## src/rtl/mtmr_pkg.sv

```systemverilog
package mtmr_pkg;

    localparam int unsigned DATA_W   = 32;
    localparam int unsigned PEND_BIT = 10;

    // word indices of the register bank
    localparam int unsigned W_MATCH = 0;
    localparam int unsigned W_COUNT = 1;
    localparam int unsigned W_CTRL  = 2;
    localparam int unsigned W_CLEAR = 3;
    localparam int unsigned W_DIV   = 4;

    typedef struct packed {
        logic auto_clr;   // bit 1
        logic run;        // bit 0
    } ctrl_t;

    typedef struct packed {
        logic match;
        logic ctrl;
        logic clear;
        logic div;
    } wr_stb_t;

    function automatic logic [DATA_W-1:0] pend_word(input logic p);
        return p ? (DATA_W'(1) << PEND_BIT) : '0;
    endfunction

endpackage

```

## src/rtl/mtmr_tick_sync.sv

```systemverilog
module mtmr_tick_sync #(
    parameter int unsigned STAGES = 2
) (
    input  logic clk,
    input  logic rst,
    input  logic tmr_clk,
    output logic tick
);
    logic [STAGES:0] sh;

    always_ff @(posedge clk) begin
        if (rst) sh <= '0;
        else     sh <= {sh[STAGES-1:0], tmr_clk};
    end

    // rising edge of the synchronized timer clock
    assign tick = sh[STAGES-1] & ~sh[STAGES];
endmodule

```

## src/rtl/mtmr_regs.sv

```systemverilog
module mtmr_regs
    import mtmr_pkg::*;
#(
    parameter int unsigned CNT_W  = 32,
    parameter int unsigned ADDR_W = 5,
    parameter int unsigned DIV_W  = 2
) (
    input  logic              clk,
    input  logic              rst,
    input  logic              bus_sel,
    input  logic              bus_wr,
    input  logic [ADDR_W-1:0] bus_addr,
    input  logic [DATA_W-1:0] bus_wdata,
    input  logic [CNT_W-1:0]  cnt,
    input  logic              pend,
    output logic [CNT_W-1:0]  match_q,
    output ctrl_t             ctrl_q,
    output logic [DIV_W-1:0]  div_q,
    output logic              clr_wr,
    output logic [DATA_W-1:0] bus_rdata
);
    localparam int unsigned IDX_W = ADDR_W - 2;

    logic [IDX_W-1:0] widx;
    wr_stb_t          stb;
    logic [DATA_W-1:0] rd_mux;
    logic             unused_bits;

    assign widx        = bus_addr[ADDR_W-1:2];
    assign unused_bits = ^{bus_wdata, bus_addr[1:0]};

    always_comb begin
        stb       = '0;
        stb.match = bus_sel && bus_wr && (widx == IDX_W'(W_MATCH));
        stb.ctrl  = bus_sel && bus_wr && (widx == IDX_W'(W_CTRL));
        stb.clear = bus_sel && bus_wr && (widx == IDX_W'(W_CLEAR));
        stb.div   = bus_sel && bus_wr && (widx == IDX_W'(W_DIV));
    end

    assign clr_wr = stb.clear;

    always_comb begin
        rd_mux = '0;
        if (widx == IDX_W'(W_MATCH)) rd_mux = DATA_W'(match_q);
        if (widx == IDX_W'(W_COUNT)) rd_mux = DATA_W'(cnt);
        if (widx == IDX_W'(W_CTRL))  rd_mux = DATA_W'(ctrl_q);
        if (widx == IDX_W'(W_CLEAR)) rd_mux = pend_word(pend);
        if (widx == IDX_W'(W_DIV))   rd_mux = DATA_W'(div_q);
    end

    always_ff @(posedge clk) begin
        if (rst) begin
            match_q   <= '0;
            ctrl_q    <= '0;
            div_q     <= '0;
            bus_rdata <= '0;
        end else begin
            if (stb.match) match_q <= bus_wdata[CNT_W-1:0];
            if (stb.ctrl)  ctrl_q  <= bus_wdata[1:0];
            if (stb.div)   div_q   <= bus_wdata[DIV_W-1:0];
            if (bus_sel && !bus_wr) bus_rdata <= rd_mux;
        end
    end
endmodule

```

## src/rtl/mtmr_core.sv

```systemverilog
module mtmr_core
    import mtmr_pkg::*;
#(
    parameter int unsigned CNT_W = 32,
    parameter int unsigned DIV_W = 2
) (
    input  logic             clk,
    input  logic             rst,
    input  logic             tick,
    input  ctrl_t            ctrl,
    input  logic [CNT_W-1:0] match,
    input  logic [DIV_W-1:0] div,
    input  logic             clr_wr,
    output logic [CNT_W-1:0] cnt,
    output logic             pend,
    output logic             irq
);
    logic [DIV_W-1:0] presc;
    logic             adv;
    logic             eq_now;
    logic             eq_q;

    assign adv    = tick && (presc >= div);
    assign eq_now = ctrl.run && (cnt == match);

    always_ff @(posedge clk) begin
        if (rst) begin
            cnt   <= '0;
            presc <= '0;
            pend  <= 1'b0;
            eq_q  <= 1'b0;
            irq   <= 1'b0;
        end else begin
            if (clr_wr)    pend <= 1'b1;
            else if (tick) pend <= 1'b0;

            if (tick && pend) begin
                cnt   <= '0;
                presc <= '0;
            end else if (tick && ctrl.run) begin
                presc <= adv ? '0 : presc + DIV_W'(1);
                if (adv) begin
                    if (ctrl.auto_clr && (cnt == match)) cnt <= '0;
                    else                                 cnt <= cnt + CNT_W'(1);
                end
            end

            eq_q <= eq_now;
            irq  <= eq_now & ~eq_q;
        end
    end
endmodule

```

## src/rtl/mtmr_top.sv

```systemverilog
module mtmr_top
    import mtmr_pkg::*;
#(
    parameter int unsigned CNT_W       = 32,
    parameter int unsigned ADDR_W      = 5,
    parameter int unsigned DIV_W       = 2,
    parameter int unsigned SYNC_STAGES = 2
) (
    input  logic              clk,
    input  logic              rst,
    input  logic              tmr_clk,
    input  logic              bus_sel,
    input  logic              bus_wr,
    input  logic [ADDR_W-1:0] bus_addr,
    input  logic [31:0]       bus_wdata,
    output logic [31:0]       bus_rdata,
    output logic              irq
);
    logic             tick;
    logic [CNT_W-1:0] cnt;
    logic             pend;
    logic [CNT_W-1:0] match_q;
    ctrl_t            ctrl_q;
    logic [DIV_W-1:0] div_q;
    logic             clr_wr;

    mtmr_tick_sync #(.STAGES(SYNC_STAGES)) u_sync (
        .clk     (clk),
        .rst     (rst),
        .tmr_clk (tmr_clk),
        .tick    (tick)
    );

    mtmr_regs #(.CNT_W(CNT_W), .ADDR_W(ADDR_W), .DIV_W(DIV_W)) u_regs (
        .clk       (clk),
        .rst       (rst),
        .bus_sel   (bus_sel),
        .bus_wr    (bus_wr),
        .bus_addr  (bus_addr),
        .bus_wdata (bus_wdata),
        .cnt       (cnt),
        .pend      (pend),
        .match_q   (match_q),
        .ctrl_q    (ctrl_q),
        .div_q     (div_q),
        .clr_wr    (clr_wr),
        .bus_rdata (bus_rdata)
    );

    mtmr_core #(.CNT_W(CNT_W), .DIV_W(DIV_W)) u_core (
        .clk    (clk),
        .rst    (rst),
        .tick   (tick),
        .ctrl   (ctrl_q),
        .match  (match_q),
        .div    (div_q),
        .clr_wr (clr_wr),
        .cnt    (cnt),
        .pend   (pend),
        .irq    (irq)
    );
endmodule

```

## config.mk

```make
export PLATFORM = sky130hd
export DESIGN_NAME = mtmr_top
export DESIGN_NICKNAME = d
export VERILOG_FILES = /design/src/rtl/mtmr_pkg.sv /design/src/rtl/mtmr_tick_sync.sv /design/src/rtl/mtmr_regs.sv /design/src/rtl/mtmr_core.sv /design/src/rtl/mtmr_top.sv
export SDC_FILE = /design/constraint.sdc
export NUM_CORES = 1
export LEC_CHECK = 0
export ABC_AREA = 1
export BUFFER_PORTS_ARGS = -buffer_cell sky130_fd_sc_hd__buf_2
export CAP_MARGIN = 20
export CORE_MARGIN = 1
export CORE_UTILIZATION = 58
export DETAILED_ROUTE_END_ITERATION = 16
export PLACE_DENSITY = 0.8
export SYNTH_ARGS = -nofsm -noshare
export SYNTH_HDL_FRONTEND = slang
export SYNTH_SLANG_ARGS = --single-unit
```

## constraint.sdc

```tcl
create_clock -name clk -period 2.21 [get_ports clk]
set_input_delay 0.442 -clock clk [delete_from_list [all_inputs] [get_ports clk]]
set_output_delay 0.442 -clock clk [all_outputs]
set_load 0.05 [all_outputs]
```

# == Word-level counts from Yosys, hierarchy flattened ==
# Cells that the tools add are included.
# totals
wordCells,49
regBits,108
# op_classes
eq_ne,5
addsub,2
reduce_logical,16
muxes,10
bitwise,4
order_cmp,1
# op_table
operator,count
2-to-1 mux 32 bit,6
adder 32 x 1 -> 32 bit (second input constant),1
== test 32 bit,1
logical AND 1 bit,11
2-to-1 mux 11 bit,1
== test 3 x 2 -> 1 bit (second input constant),2
== test 3 x 1 -> 1 bit (second input constant),1
== test 3 bit (second input constant),1
logical NOT 3 bit,1
adder 2 x 1 -> 2 bit (second input constant),1
AND 1 bit,2
>= comparator 2 bit,1
2-to-1 mux 1 bit,2
2-to-1 mux 2 bit,1
NOT 1 bit,2
AND reduction 2 bit,1
nonzero test 2 bit,1
OR reduction 2 bit,1
logical NOT 1 bit,1

# == Depth between registers and ports, before layout ==
# logic_depth
ltp_word,6
ltp_mapped,12

# == Cells and area by module ==
# A second synthesis with hierarchy kept.
# unflattened
cells_unflattened,776
hier_area_um2,5361.4
# modules_own_cells
mod,cells_each,n_inst,area_each_um2,seq_area_each_um2
mtmr_regs,398,1,2864.0,1361.3
mtmr_core,368,1,2411.1,740.7
mtmr_tick_sync,10,1,86.3,60.1

# == Least setup slack after synthesis ==
# OpenSTA, ideal clock, no wires.
# synth_timing
path_type,register -> register
start,reg u_core.presc[0]
end,reg u_core.cnt[19]
path_buffers,1
setup_time_ns,0.116
stages_incl_launch_ff,11
t_arrival_ns,1.467
path_slack_ns,0.627
path_cell_list,dfxtp_1 > inv_1 > ha_1 > o21ai_0 > nand2_1 > nand2_4 > buf_12 > nor2_8 > nand3_1 > xor2_1 > nor2_2
# synth_between
elab_chain_cells,3
# synth_rtl
element,line,rtl
from (decl),mtmr_core.sv:18,logic [DIV_W-1:0] presc;
from (signal assigned),mtmr_core.sv:41,presc <= adv ? '0 : presc + DIV_W'(1);
>= comparator 2 bit,mtmr_core.sv:23,assign adv = tick && (presc >= div);
logical AND 1 bit,mtmr_core.sv:23,
AND reduction 2 bit (no line),n/a,
to (signal assigned),mtmr_core.sv:44,else cnt <= cnt + CNT_W'(1);
to (decl),mtmr_core.sv:14,"output logic [CNT_W-1:0] cnt,"
# No other way between the ends.
# A chain may end at the register's enable or synchronous reset.

# == Final worst setup path ==
# layout_timing
start,reg u_core.cnt[1]
end,reg u_core.cnt[21]
# layout_between
elab_chain_cells,3
elab_cells_between_ends,4
cone_classes,add/sub (1); eq/ne (1); mux (1); reduce/logical (1)
# layout_rtl
element,line,rtl
"parallel branches: the longest is 2 deep, another holds adder 32 x 1 -> 32 bit",n/a,
2-to-1 mux 32 bit *,mtmr_core.sv:43,if (ctrl.auto_clr && (cnt == match)) cnt <= '0;
# Mark *: on every way between the ends.

==> results.py <==
metrics = {
    "final_layout": {
        "multi_input_area_sq_um": 2740,
        "final_core_util_pct": 68.0,
        "fill_cells": 758,
        "seq_area_sq_um": 2160,
        "nets": 860,
        "antenna_cells": 0,
        "drive_above_1_share_pct": 20.1,
        "area_delta_synth_final_pct": 11.5,
    },
    "clock_tree": {
        "cts_tree": "built",
        "cts-root-buf": "clkbuf_8",
        "cts_made_buffers": 9,
        "clk_pin_slew_ns": 0.11,
        "postCtsHoldBufs": 0,
        "cts_htree_levels": 3,
        "cts_buffer_depth": 2,
        "cts_sinks": 108,
        "cts_setup_buffers": 0,
        "clock_latency_ns": 0.38,
        "post_cts_resized": 0,
    },
    "global_routing": {
        "grt_pass1_wl_um": 21500,
        "grt_max_degree": 48,
        "antenna_found_initial": 0,
        "grt_overflow": 0,
        "grt_util_all_layers_pct": 27.9,
        "grt_pass1_vias": 4615,
    },
    "synth": {
        "yosysSeqAreaShare_pct": 39.9,
        "yosysMostFrequentCell": "nand2_1",
        "syn_avg_cell_area_sq_um": 7.25,
        "synth_nets": 792,
        "synthTopCellsByArea": "dfxtp_1, nand2_1, a21oi_1",
        "netlist_top_cells_count": "nand2_1, dfxtp_1, inv_1, a21oi_1, nor2_1",
        "async_reset_ff_share_pct": 0,
        "ys.flop_type": "dfxtp_1",
        "ys_ff_latch": 108,
        "synth_top_area_cell": "dfxtp_1",
        "synth_cell_types": 39,
        "yosysWarningCount": 0,
        "synthCells": 747,
        "synth_top_area_share_pct": 39.9,
        "synth_edf_count": 0,
        "syn_area_sq_um": 5420,
    },
    "route": {
        "drt-pass1-iter-count": 5,
        "via_count": 5048,
        "wl_um": 13100,
        "avgRoutedWirePerCell_um": 14.2,
        "drc": 0,
        "ant_nets": 0,
        "drt_iter0_markers": 337,
        "vias_per_cell": 5.44,
    },
    "run": {
        "max-cap-violations": 0,
    },
    "setup_path": {
        "r2r_cells": 9,
        "slowest_stage": "dfxtp_1",
        "cpMostUsedCell": "nand2_1",
        "crit_chain": "nand2_1 -> nand2_1 -> nand2_1 -> nor2_1 -> nand2_1 -> nor2_1 -> nand4_2 -> nand2_4 -> nor2_1",
        "crit_path_end_kind": "flop",
        "worst-path-stages": 9,
        "path_class": "flop to flop",
        "timing.critical_path.from": "u_core.cnt[1]",
        "critPathMaxStageDelay_ns": 0.45,
        "cp-start-kind": "flop",
        "crit_arrival_ns": 2.27,
        "path_buf_inv": 0,
        "path_max_fanout": 31,
        "crit-reg2reg-launch": "u_core.cnt[1]",
        "required_ns": 2.46,
        "cp_top_family": "simple AND/OR/NAND/NOR gates",
    },
    "placed_design": {
        "numPortBuffers": 72,
        "gp_congestion": 0.885,
        "dp_hpwl_um": 9600,
        "post-place-ws_ns": 0.232,
    },
    "worst_hold_path": {
        "min_path_type": "primary input to flop",
        "min_path_cells": 3,
        "worstHoldStart": "tmr_clk",
    },
    "power": {
        "cellLeakagePower_nw": 2.43,
        "p_per_area_nw_per_um2": 563,
        "vdd_drop_max_v": 0.000336,
    },
    "floorplan": {
        "rows": 34,
        "die_h_um": 98.6,
        "dieArea_sq_um": 9730,
        "io_pins": 75,
        "die_x_um": 98.6,
        "start_util_pct": 60.9,
        "core_area_sq_um": 8890,
    },
    "sta": {
        "finalCriticalPeriod_ns": 2.02,
        "setup_viol": 0,
        "tightest_slew_ns": 0.486,
        "max_freq_ghz": 0.495,
        "maxSlewHeadroom_pct": 67.5,
        "report.final.slew_viol_count": 0,
        "layout_setup_ws_ns": 0.188,
        "finalHoldViolCount": 0,
        "skew_ns": 0.0146,
        "min_period_over_period_pct": 91.5,
        "rsz0062_at_grt": "false",
        "tns_ns": 0,
    },
    "run_status": {
        "status": "complete, no violations",
    },
}
[per-stage QoR]
stage          hold slack (ns)  cells  total power, mW  cell area, sq um
2_1_floorplan            0.375    747             2.19              5420
3_5_place_dp             0.384    912             2.28              5860
4_1_cts                  0.250    928             3.41              6040
3_3_place_gp             0.381    912             2.28              5860
6_report                 0.251    928             3.40              6040
5_1_grt                  0.255    928             3.52              6040
[flip-flops by register name (all words and copies together) (netlist names)]
signal and count:
u_regs.bus_rdata 32, u_core.irq 1, u_core.eq_q 1, u_regs.div_q 2
u_core.cnt 32, u_regs.match_q 32, u_core.pend 1, u_regs.ctrl_q 2
u_core.presc 2, u_sync.sh 3
[path summary, 6_finish.rpt]
path,endpoint,slack [ns]
setup / recovery,u_core.cnt[21],0.19
hold / removal,u_sync.sh[0],0.25
setup reg to reg,u_core.cnt[21],0.19
hold reg to reg,u_core.irq,0.40
[layer usage]
metal,vias up,wire length (um),track usage (%)
li1,2540,-,-
met1,2305,5970,37.2
met2,179,6170,46.5
met3,24,780,3.76
met4,0,216,9.87
met5,-,0,0
[worst register-to-register path, cell delays in order (launching register included)]
cell     delay, ns
dfxtp_1       0.45
nand2_1       0.08
nand2_1       0.14
nand2_1       0.07
nor2_1        0.15
nand2_1       0.11
nor2_1        0.23
nand4_2       0.17
nand2_4       0.41
nor2_1        0.08
[area by class of cell]
type,count,share of cell area [%]
well taps,108,2.24
repair buffers,89,8.08
multi-input cells,516,45.3
clock buffers,9,2.05
inverters,91,5.65
flip-flops and latches,108,35.8
clock inverters,7,0.932
[layout by cell type, fill, tap and decap left out, types with 3 or more instances in the layout]
cell type  synthesis  routed
nor3_1             9       9
xnor2_1           16      16
nand2_2            6       6
inv_2              3       3
nand3_1           20      19
xor2_1            20      20
ha_1               3       3
nor2_4             5       5
nand2_1          192     192
clkbuf_8           0       9
nor2_1            45      44
o21ai_0           43      43
nand4_1            9       9
nor2_2            24      25
inv_1             87      87
o22ai_1           22      22
buf_4              0      17
dfxtp_1          108     108
o2111ai_1          6       6
buf_2              7      72
inv_6              0       3
a21oi_1           66      66
nor3_2             6       6
nand3_2            5       6
[cells by family after synthesis]
group	after synthesis	synth area share [%]
xor+xnor	36	5.82
compound gates	145	14.6
fa+ha+maj	3	0.693
simple gates	332	29.2
buf+inv	123	9.72
flops	108	39.9
[power breakdown]
group | switching, mW | internal, mW | total [mW] | leakage (nW)
clock | 0.730 | 0.429 | 1.16 | 0.0963
sequential | 0.0118 | 1.97 | 1.98 | 0.872
combinational | 0.180 | 0.0835 | 0.263 | 1.46
total | 0.921 | 2.48 | 3.40 | 2.43
No activity file was read; power rests on OpenSTA's default activity.
